`src/rtl/dpw_pkg.sv`:
```
// Shared types for the dual-port SRAM write sequencer.
package dpw_pkg;
    typedef enum logic [1:0] {
        PH_IDLE  = 2'd0,
        PH_SETUP = 2'd1,
        PH_PULSE = 2'd2,
        PH_REC   = 2'd3
    } phase_t;
endpackage

```
`src/rtl/dpw_req_capture.sv`:
```
// Holds the accepted address, data and space flag for one write.
// Assumes accept is raised only in the idle phase; the held values
// drive the RAM pins for the whole write, so they never move mid-cycle.
module dpw_req_capture #(
    parameter int AW = 8,
    parameter int DW = 9
) (
    input  logic          clk,
    input  logic          rst_n,
    input  logic          accept,
    input  logic [AW-1:0] req_addr,
    input  logic [DW-1:0] req_data,
    input  logic          req_sem,
    output logic [AW-1:0] addr_q,
    output logic [DW-1:0] data_q,
    output logic          sem_q
);
    // Load the request fields on acceptance, otherwise hold.
    always_ff @(posedge clk) begin
        if (!rst_n) begin
            addr_q <= '0;
            data_q <= '0;
            sem_q  <= 1'b0;
        end else if (accept) begin
            addr_q <= req_addr;
            data_q <= req_data;
            sem_q  <= req_sem;
        end
    end
endmodule

```
`src/rtl/dpw_phase_ctl.sv`:
```
// Phase sequencer: idle, address setup, write pulse, recovery.
// Each phase length is a cycle count. The pulse length is picked from
// the static mode inputs, which are assumed not to change during a write.
module dpw_phase_ctl
    import dpw_pkg::*;
#(
    parameter int T_AS = 2,
    parameter int T_WP = 3,
    parameter int T_EW = 4,
    parameter int T_WZ = 2,
    parameter int T_DW = 2,
    parameter int T_DH = 1,
    parameter int T_WR = 2,
    parameter int CW   = 4
) (
    input  logic          clk,
    input  logic          rst_n,
    input  logic          req_valid,
    input  logic          mode_ce,
    input  logic          oe_low,
    output phase_t        phase,
    output logic [CW-1:0] idx,
    output logic          accept,
    output logic          done
);
    localparam int P_CE    = (T_EW > T_DW) ? T_EW : T_DW;
    localparam int P_RW_HI = (T_WP > T_DW) ? T_WP : T_DW;
    localparam int P_RW_LO = (T_WP > T_WZ + T_DW) ? T_WP : T_WZ + T_DW;
    localparam int R_LEN   = (T_WR > T_DH) ? T_WR : T_DH;

    logic [CW-1:0] setup_last;
    logic [CW-1:0] pulse_last;
    logic [CW-1:0] rec_last;

    // Last index of each phase for the current mode.
    always_comb begin
        setup_last = CW'(T_AS - 1);
        rec_last   = CW'(R_LEN - 1);
        if (mode_ce)
            pulse_last = CW'(P_CE - 1);
        else if (oe_low)
            pulse_last = CW'(P_RW_LO - 1);
        else
            pulse_last = CW'(P_RW_HI - 1);
    end

    assign accept = (phase == PH_IDLE) && req_valid;

    // Step through the phases and count cycles inside each.
    always_ff @(posedge clk) begin
        if (!rst_n) begin
            phase <= PH_IDLE;
            idx   <= '0;
            done  <= 1'b0;
        end else begin
            done <= 1'b0;
            case (phase)
                PH_IDLE: begin
                    idx <= '0;
                    if (req_valid) phase <= PH_SETUP;
                end
                PH_SETUP: begin
                    if (idx == setup_last) begin
                        phase <= PH_PULSE;
                        idx   <= '0;
                    end else begin
                        idx <= idx + 1'b1;
                    end
                end
                PH_PULSE: begin
                    if (idx == pulse_last) begin
                        phase <= PH_REC;
                        idx   <= '0;
                    end else begin
                        idx <= idx + 1'b1;
                    end
                end
                default: begin
                    if (idx == rec_last) begin
                        phase <= PH_IDLE;
                        idx   <= '0;
                        done  <= 1'b1;
                    end else begin
                        idx <= idx + 1'b1;
                    end
                end
            endcase
        end
    end


    done_single_chk: assert property (@(posedge clk) disable iff (!rst_n)
        done |=> !done);

    done_after_rec_chk: assert property (@(posedge clk) disable iff (!rst_n)
        $rose(done) |-> $past(phase) == PH_REC);

    no_accept_busy_chk: assert property (@(posedge clk) disable iff (!rst_n)
        (phase != PH_IDLE && phase != PH_REC) |=> phase != PH_SETUP || $past(phase) == PH_SETUP);
endmodule

```
`src/rtl/dpw_strobe_gen.sv`:
```
// Decodes the phase into RAM strobes and the data-bus drive enable.
// The held strobe is low through setup and pulse; the pulsed strobe is low
// only in the pulse; both rise together at the end of the pulse.
module dpw_strobe_gen
    import dpw_pkg::*;
#(
    parameter int AW   = 8,
    parameter int DW   = 9,
    parameter int T_WZ = 2,
    parameter int T_DH = 1,
    parameter int CW   = 4
) (
    input  logic          clk,
    input  logic          rst_n,
    input  phase_t        phase,
    input  logic [CW-1:0] idx,
    input  logic          mode_ce,
    input  logic          oe_low,
    input  logic          sem_q,
    input  logic [AW-1:0] addr_q,
    input  logic [DW-1:0] data_q,
    output logic [AW-1:0] ram_addr,
    output logic          ram_ce_n,
    output logic          ram_sem_n,
    output logic          ram_rw_n,
    output logic          ram_oe_n,
    output logic [DW-1:0] ram_dq_out,
    output logic          ram_dq_oe
);
    logic in_setup;
    logic in_pulse;
    logic in_rec;
    logic en_low;
    logic drive_hold;
    logic drive_pulse;

    // Phase flags.
    always_comb begin
        in_setup = (phase == PH_SETUP);
        in_pulse = (phase == PH_PULSE);
        in_rec   = (phase == PH_REC);
    end

    // Strobe levels for the selected write style and space.
    always_comb begin
        if (mode_ce) begin
            en_low   = in_pulse;
            ram_rw_n = !(in_setup || in_pulse);
        end else begin
            en_low   = in_setup || in_pulse;
            ram_rw_n = !in_pulse;
        end
        ram_ce_n  = sem_q ? 1'b1 : !en_low;
        ram_sem_n = sem_q ? !en_low : 1'b1;
    end

    // Data-bus drive: held off while the RAM releases its outputs, then kept for hold.
    always_comb begin
        drive_pulse = in_pulse && (mode_ce || !oe_low || idx >= CW'(T_WZ));
        drive_hold  = in_rec && (idx < CW'(T_DH));
        ram_dq_oe   = drive_pulse || drive_hold;
    end

    assign ram_addr   = addr_q;
    assign ram_dq_out = data_q;
    assign ram_oe_n   = !oe_low;


    one_space_chk: assert property (@(posedge clk) disable iff (!rst_n)
        ram_ce_n || ram_sem_n);

    addr_hold_chk: assert property (@(posedge clk) disable iff (!rst_n)
        (!(ram_ce_n && ram_sem_n) && !ram_rw_n && $past(!(ram_ce_n && ram_sem_n) && !ram_rw_n))
        |-> $stable(ram_addr));

    ce_after_rw_chk: assert property (@(posedge clk) disable iff (!rst_n)
        (mode_ce && $fell(ram_ce_n && ram_sem_n)) |-> (!ram_rw_n && $past(!ram_rw_n)));

    drive_window_chk: assert property (@(posedge clk) disable iff (!rst_n)
        ram_dq_oe |-> (phase == PH_PULSE || phase == PH_REC));
endmodule

```
`src/rtl/dpsram_wr_seq.sv`:
```
// Write sequencer for one port of an asynchronous dual-port SRAM.
// Takes a one-cycle request when idle and plays out setup, pulse and
// recovery with parameter cycle counts (each at least one).
module dpsram_wr_seq
    import dpw_pkg::*;
#(
    parameter int AW   = 8,
    parameter int DW   = 9,
    parameter int T_AS = 2,
    parameter int T_WP = 3,
    parameter int T_EW = 4,
    parameter int T_WZ = 2,
    parameter int T_DW = 2,
    parameter int T_DH = 1,
    parameter int T_WR = 2
) (
    input  logic          clk,
    input  logic          rst_n,
    input  logic          mode_ce,
    input  logic          oe_low,
    input  logic          req_valid,
    input  logic          req_sem,
    input  logic [AW-1:0] req_addr,
    input  logic [DW-1:0] req_data,
    output logic          busy,
    output logic          done,
    output logic [AW-1:0] ram_addr,
    output logic          ram_ce_n,
    output logic          ram_sem_n,
    output logic          ram_rw_n,
    output logic          ram_oe_n,
    output logic [DW-1:0] ram_dq_out,
    output logic          ram_dq_oe
);
    localparam int M1   = (T_AS > T_WP) ? T_AS : T_WP;
    localparam int M2   = (T_EW > T_WR) ? T_EW : T_WR;
    localparam int M3   = (M1 > M2) ? M1 : M2;
    localparam int MAXT = M3 + T_WZ + T_DW + T_DH;
    localparam int CW   = $clog2(MAXT + 1);

    phase_t        phase;
    logic [CW-1:0] idx;
    logic          accept;
    logic [AW-1:0] addr_q;
    logic [DW-1:0] data_q;
    logic          sem_q;

    dpw_phase_ctl #(
        .T_AS(T_AS), .T_WP(T_WP), .T_EW(T_EW), .T_WZ(T_WZ),
        .T_DW(T_DW), .T_DH(T_DH), .T_WR(T_WR), .CW(CW)
    ) u_phase (
        .clk(clk), .rst_n(rst_n), .req_valid(req_valid),
        .mode_ce(mode_ce), .oe_low(oe_low),
        .phase(phase), .idx(idx), .accept(accept), .done(done)
    );

    dpw_req_capture #(.AW(AW), .DW(DW)) u_cap (
        .clk(clk), .rst_n(rst_n), .accept(accept),
        .req_addr(req_addr), .req_data(req_data), .req_sem(req_sem),
        .addr_q(addr_q), .data_q(data_q), .sem_q(sem_q)
    );

    dpw_strobe_gen #(
        .AW(AW), .DW(DW), .T_WZ(T_WZ), .T_DH(T_DH), .CW(CW)
    ) u_strobe (
        .clk(clk), .rst_n(rst_n), .phase(phase), .idx(idx),
        .mode_ce(mode_ce), .oe_low(oe_low), .sem_q(sem_q),
        .addr_q(addr_q), .data_q(data_q),
        .ram_addr(ram_addr), .ram_ce_n(ram_ce_n), .ram_sem_n(ram_sem_n),
        .ram_rw_n(ram_rw_n), .ram_oe_n(ram_oe_n),
        .ram_dq_out(ram_dq_out), .ram_dq_oe(ram_dq_oe)
    );

    assign busy = (phase != PH_IDLE);


    busy_done_chk: assert property (@(posedge clk) disable iff (!rst_n)
        done |-> !busy);

    idle_quiet_chk: assert property (@(posedge clk) disable iff (!rst_n)
        !busy |-> (ram_ce_n && ram_sem_n && ram_rw_n && !ram_dq_oe));
endmodule

```
`config.mk`:
```
export PLATFORM = sky130hd
export DESIGN_NAME = dpsram_wr_seq
export DESIGN_NICKNAME = d
export VERILOG_FILES = /design/src/rtl/dpw_pkg.sv /design/src/rtl/dpw_req_capture.sv /design/src/rtl/dpw_phase_ctl.sv /design/src/rtl/dpw_strobe_gen.sv /design/src/rtl/dpsram_wr_seq.sv
export SDC_FILE = /design/constraint.sdc
export NUM_CORES = 1
export LEC_CHECK = 0
export BUFFER_PORTS_ARGS = -buffer_cell sky130_fd_sc_hd__buf_2
export CORE_MARGIN = 1
export CORE_UTILIZATION = 50
export DETAILED_ROUTE_END_ITERATION = 8
export PLACE_DENSITY = 0.88
export SETUP_SLACK_MARGIN = 0.1
export SYNTH_ARGS = -nofsm -noshare
export SYNTH_HDL_FRONTEND = slang
export SYNTH_SLANG_ARGS = --single-unit
```
`constraint.sdc`:
```
create_clock -name clk -period 4.5 [get_ports clk]
set_input_delay 0.45 -clock clk [delete_from_list [all_inputs] [get_ports clk]]
set_output_delay 0.45 -clock clk [all_outputs]
set_load 0.03 [all_outputs]
```
# Word level (Yosys, flattened, before mapping)
# Cells that the tools add are included.
[classes]
eq_ne = 8
n_reduce_logical = 16
mux = 15
n_addsub = 1
n_bitwise = 1
magnitude_cmp = 2
[ops]
columns = ["op", "count"]
rows = [
  ["$mux 4", 3],
  ["$mux 2", 4],
  ["$pmux 4 s2", 1],
  ["$mux 1", 6],
  ["$ne 2x2->1 const B", 3],
  ["$pmux 2 s3", 1],
  ["$add 4x1->4 const B", 1],
  ["$eq 2x2->1 const B", 2],
  ["$eq 4x1->1 const B", 1],
  ["$eq 4x4->1", 1],
  ["$ge 4x2->1 const B", 1],
  ["$logic_not 1->1", 4],
  ["$logic_or 1x1->1", 4],
  ["$lt 4x1->1 const B", 1],
  ["$reduce_and 4->1", 1],
  ["$reduce_or 4->1", 1],
  ["$logic_and 1x1->1", 3],
  ["$reduce_bool 3->1", 1],
  ["$eq 2x1->1 const B", 1],
  ["$logic_not 2->1", 1],
  ["$reduce_bool 2->1", 1],
  ["$not 1->1", 1],
]
[word_totals]
out_inout_bits = 24
input_bits = 23
word_cells = 49
regBits = 25

# Longest topological paths before layout
[logic_depth]
depth_word = 5
mapped_depth = 7

# By module
# From an unflattened synthesis, not the netlist that was laid out.
[hier_totals]
cells_unflattened = 128
hier_area_um2 = 1282.5
[by_module_without_submodules]
columns = ["module", "cells_per_inst", "instances", "area_per_inst_um2"]
rows = [
  ["dpw_req_capture", 57, 1, 688.2],
  ["dpw_phase_ctl", 39, 1, 364.1],
  ["dpw_strobe_gen", 31, 1, 224.0],
  ["dpsram_wr_seq", 1, 1, 6.3],
]

# Worst setup path before layout
# OpenSTA, ideal clock, no wires.
[synth_timing]
kind = "flip-flop to output port"
start = "reg u_phase.phase[0]"
end = "out ram_rw_n"
arrival_time_ns = 1.272
slack_ns = 2.778
stages_incl_launch_ff = 4
path_buffers = 0
path_cell_list = "dfxtp_1 > inv_1 > ha_1 > mux2i_1"
[synth_between]
elab_chain_len = 4
word_cells_on_any_way = 6
classes_between = "2 x eq/ne; 1 x mux; 3 x reduce/logical"
[synth_rtl]
columns = ["element", "line", "text"]
rows = [
  ["start, declared", "dpw_phase_ctl.sv:21", "output phase_t phase,"],
  ["start signal, assigned", "dpw_phase_ctl.sv:52", "phase <= PH_IDLE;"],
  ["start signal, assigned", "dpw_phase_ctl.sv:60", "if (req_valid) phase <= PH_SETUP;"],
  ["start signal, assigned", "dpw_phase_ctl.sv:64", "phase <= PH_PULSE;"],
  ["$eq 2x1->1 or $eq 2x2->1 (tied branches)", "dpw_strobe_gen.sv:39, dpw_strobe_gen.sv:40", ""],
  ["$logic_or 1x1->1", "dpw_strobe_gen.sv:48", "ram_rw_n = !(in_setup || in_pulse);"],
  ["$logic_not 1->1", "dpw_strobe_gen.sv:48", ""],
  ["$mux 1 *", "dpw_strobe_gen.sv:46", "if (mode_ce) begin"],
  ["end, declared", "dpsram_wr_seq.sv:30", "output logic ram_rw_n,"],
]
# Mark *: on every way between the ends. The rest lies on a longest branch, timed or not.

# Final worst setup path
[layout_timing]
start = "reg u_phase.phase[0]"
end = "out ram_ce_n"
[layout_between]
elab_chain_len = 5
word_cells_on_any_way = 6
classes_between = "2 x eq/ne; 2 x mux; 2 x reduce/logical"
[layout_rtl]
columns = ["element", "line", "text"]
rows = [
  ["$eq 2x1->1 or $eq 2x2->1 (tied branches)", "dpw_strobe_gen.sv:39, dpw_strobe_gen.sv:40", ""],
  ["$logic_or 1x1->1", "dpw_strobe_gen.sv:50", "en_low = in_setup || in_pulse;"],
  ["$mux 1 *", "dpw_strobe_gen.sv:46", ""],
  ["$logic_not 1->1 *", "dpw_strobe_gen.sv:53", "ram_ce_n = sem_q ? 1'b1 : !en_low;"],
  ["$mux 1 *", "dpw_strobe_gen.sv:53", ""],
  ["end, declared", "dpsram_wr_seq.sv:28", "output logic ram_ce_n,"],
]
# Marked as above.

==> metrics.yaml <==
status: "completed"
grt_pass1_vias: 973
initial_core_util_pct: 55.3
io_buffers: 46
syn_nets: 161
rsz0062_at_grt: "false"
clockRootBuffer: "clkbuf_4"
min_period_ns: 2.16
hold_path_class: "in -> reg"
hold_viol_final: 0
end_kind: "output pin"
seq_area_um2: 500
cts_tree: "done"
dp.cells: 199
met3_usage_pct: 6.17
grt_first_pass_wirelength_mm: 3.87
die_x_um: 49.5
cts_sinks: 25
synth_cell_types: 27
drc: 0
area_growth_pct: 24.6
cts_made_buffers: 3
die_y_um: 49.5
syn_avg_cell_area_um2: 8.69
core_region_area_um2: 2040
min_from: "req_addr[2]"
slew_headroom_pct: 56.0
gr-usage-met2_pct: 37.8
rows: 16
cpPeakStageDelay_ns: 0.42
place_area_um2: 1380
clkSlewWorstSetupHoldPaths_ns: 0.14
critPathRequiredTime_ns: 4.05
grt_util_all_layers_pct: 20.9
postRouteWirelength_mm: 2.36
die_area_um2: 2450
worstSetupStartpointType: "register"
antenna_found_initial: 0
diodes: 0
fin_crit_sh_pct: 47.9
io_pins: 47
drv_cap: 0
vdd_drop_max_uv: 316
dr.first_iter.drc_count: 13
critPathSlowestCell: "dfxtp_1"
final_cells: 203
ys_seq_area_share_pct: 44.3
yosysTopAreaCellShare_pct: 44.3
timing.rr.start: "u_phase.phase[0]"
cts.repair.resized: 0
path_max_fanout: 4
yosys.area.top_type: "dfxtp_1"
grt_max_degree: 28
dr_total_vias: 1021
fmax_mhz: 464
firstDrtPassIters: 4
gp_congestion: 0.816
synth.ff_latch_count: 25
grt.met1_usage_pct: 20.9
yosys_warnings: 0
ant_nets: 0
finalSetupViolations: 0
worst_pin_slew_ns: 0.659
fin_util_pct: 68.9
multi_input_area_um2: 587
viasPerCell: 5.03
worstSetupPathType: "reg -> out"
post_drt_wl_per_cell_um: 11.6
synth.area.top_cells: "dfxtp_1 44%, nand2_1 14%, a21boi_0 12%, ha_1 8.9%, mux2i_1 3.5%"
hpwl_mm: 1.79
fin_tns_setup_ns: 0
h-tree-depth: 1
grt-ovfl-total: 0
final_max_slew_viol_count: 0
clk_path_buf_depth: 2
syn_area_um2: 1130
syn_inst: 130
clk_latency_ns: 0.32
cts_setup_buffers: 0
design_area_um2: 1410
p_leak_nw: 0.661
drive_gt1_share_pct: 29.5
power.density_nw_per_um2: 532
fin_worst_skew_ns: 0.00226
arrival_ns: 1.71
cp_cell_sequence: "inv_1, ha_1, mux2i_1, or2_2, buf_2"
cts_hold_buf: 0
fill_cells: 190
startpoint: "u_phase.phase[0]"
nNetsFinal: 208
top_usage_layer: "met2"
[per-layer routing]
metal  vias up  part of all wire, %
met5         -                    0
met1       462                   42
li1        520                    -
met3         7                  5.1
met2        32                   50
met4         0                  2.8
[worst paths after layout]
check | slack (ns) | endpoint | cells past startpoint
max | 2.34 | ram_ce_n | 5
min | 0.35 | u_cap.addr_q[2] | 3
max reg2reg | 2.64 | u_phase.phase[1] | 6
min reg2reg | 0.47 | u_cap.addr_q[2] | 2
[placed cells by master (no fill, tap or decap), types with 3 or more instances in the layout]
cell      count
inv_1         7
a21boi_0     18
ha_1          8
nor2_1        3
nand2_1      41
nor3b_1       3
buf_2        46
mux2i_1       4
dfxtp_1      25
clkbuf_4      3
[critical path: cells and delay by family, from the launching register on]
family / cells / cell delay (ns)
flip-flops: 1 / 0.42
adder cells (fa/ha/maj): 1 / 0.34
multiplexers: 1 / 0.09
AND/OR/NAND/NOR: 1 / 0.28
buffers and inverters: 2 / 0.26
[logic make-up (layout without fill, tap and decap cells)]
family | Yosys count | in the layout | share of synthesized area [%]
AO/OA/AOI/OAI | 24 | 24 | 16.2
XOR/XNOR | 2 | 2 | 1.55
adder cells (fa/ha/maj) | 8 | 8 | 8.86
buffers and inverters | 11 | 57 | 3.77
flip-flops | 25 | 25 | 44.3
multiplexers | 4 | 4 | 3.54
AND/OR/NAND/NOR | 56 | 56 | 21.8
[report_power, final]
group	switching [mW]	internal [mW]	leakage, nW
Clock	0.0694	0.0340	0.0139
Sequential	0.0266	0.261	0.205
Combinational	0.241	0.118	0.442
[synth_stat cells]
cell type / count
nand3_1: 1
nor4b_1: 1
a22oi_1: 1
clkbuf_1: 3
o211ai_1: 1
or2_0: 1
a32o_1: 1
dfxtp_1: 25
nor2_2: 1
inv_1: 7
nor3b_1: 3
nor2_1: 3
nand2_1: 41
nand4_1: 1
nor3_1: 1
and3b_1: 1
a21boi_0: 18
mux2i_1: 4
or2_2: 1
o21ai_0: 1
a222oi_1: 1
o21a_1: 1
buf_2: 1
xor2_1: 1
nand2b_1: 1
ha_1: 8
xnor2_1: 1
[flip-flops by register name, summed over array words and instances (netlist names)]
register	flops
u_cap.addr_q	8
u_cap.data_q	9
u_phase.idx	4
u_cap.sem_q	1
u_phase.phase	2
u_phase.done	1
[area by class of cell]
cell class	count	share of cell area (%)
multi-input combinational	94	41.7
clock inverter	1	0.533
timing repair buffer	46	16.4
tap	27	2.40
sequential	25	35.6
inverter	7	1.87
clock buffer	3	1.60
[per-stage QoR]
step / hold slack [ns] / worst slack, ns / total power, mW
detailed placement: 0.454 / 2.68 / 0.653
floorplan: 0.452 / 2.78 / 0.556
global placement: 0.447 / 2.77 / 0.636
finish: 0.350 / 2.34 / 0.750
global route: 0.334 / 2.26 / 0.800
CTS: 0.344 / 2.34 / 0.755
No activity file was read; power rests on OpenSTA's default activity.
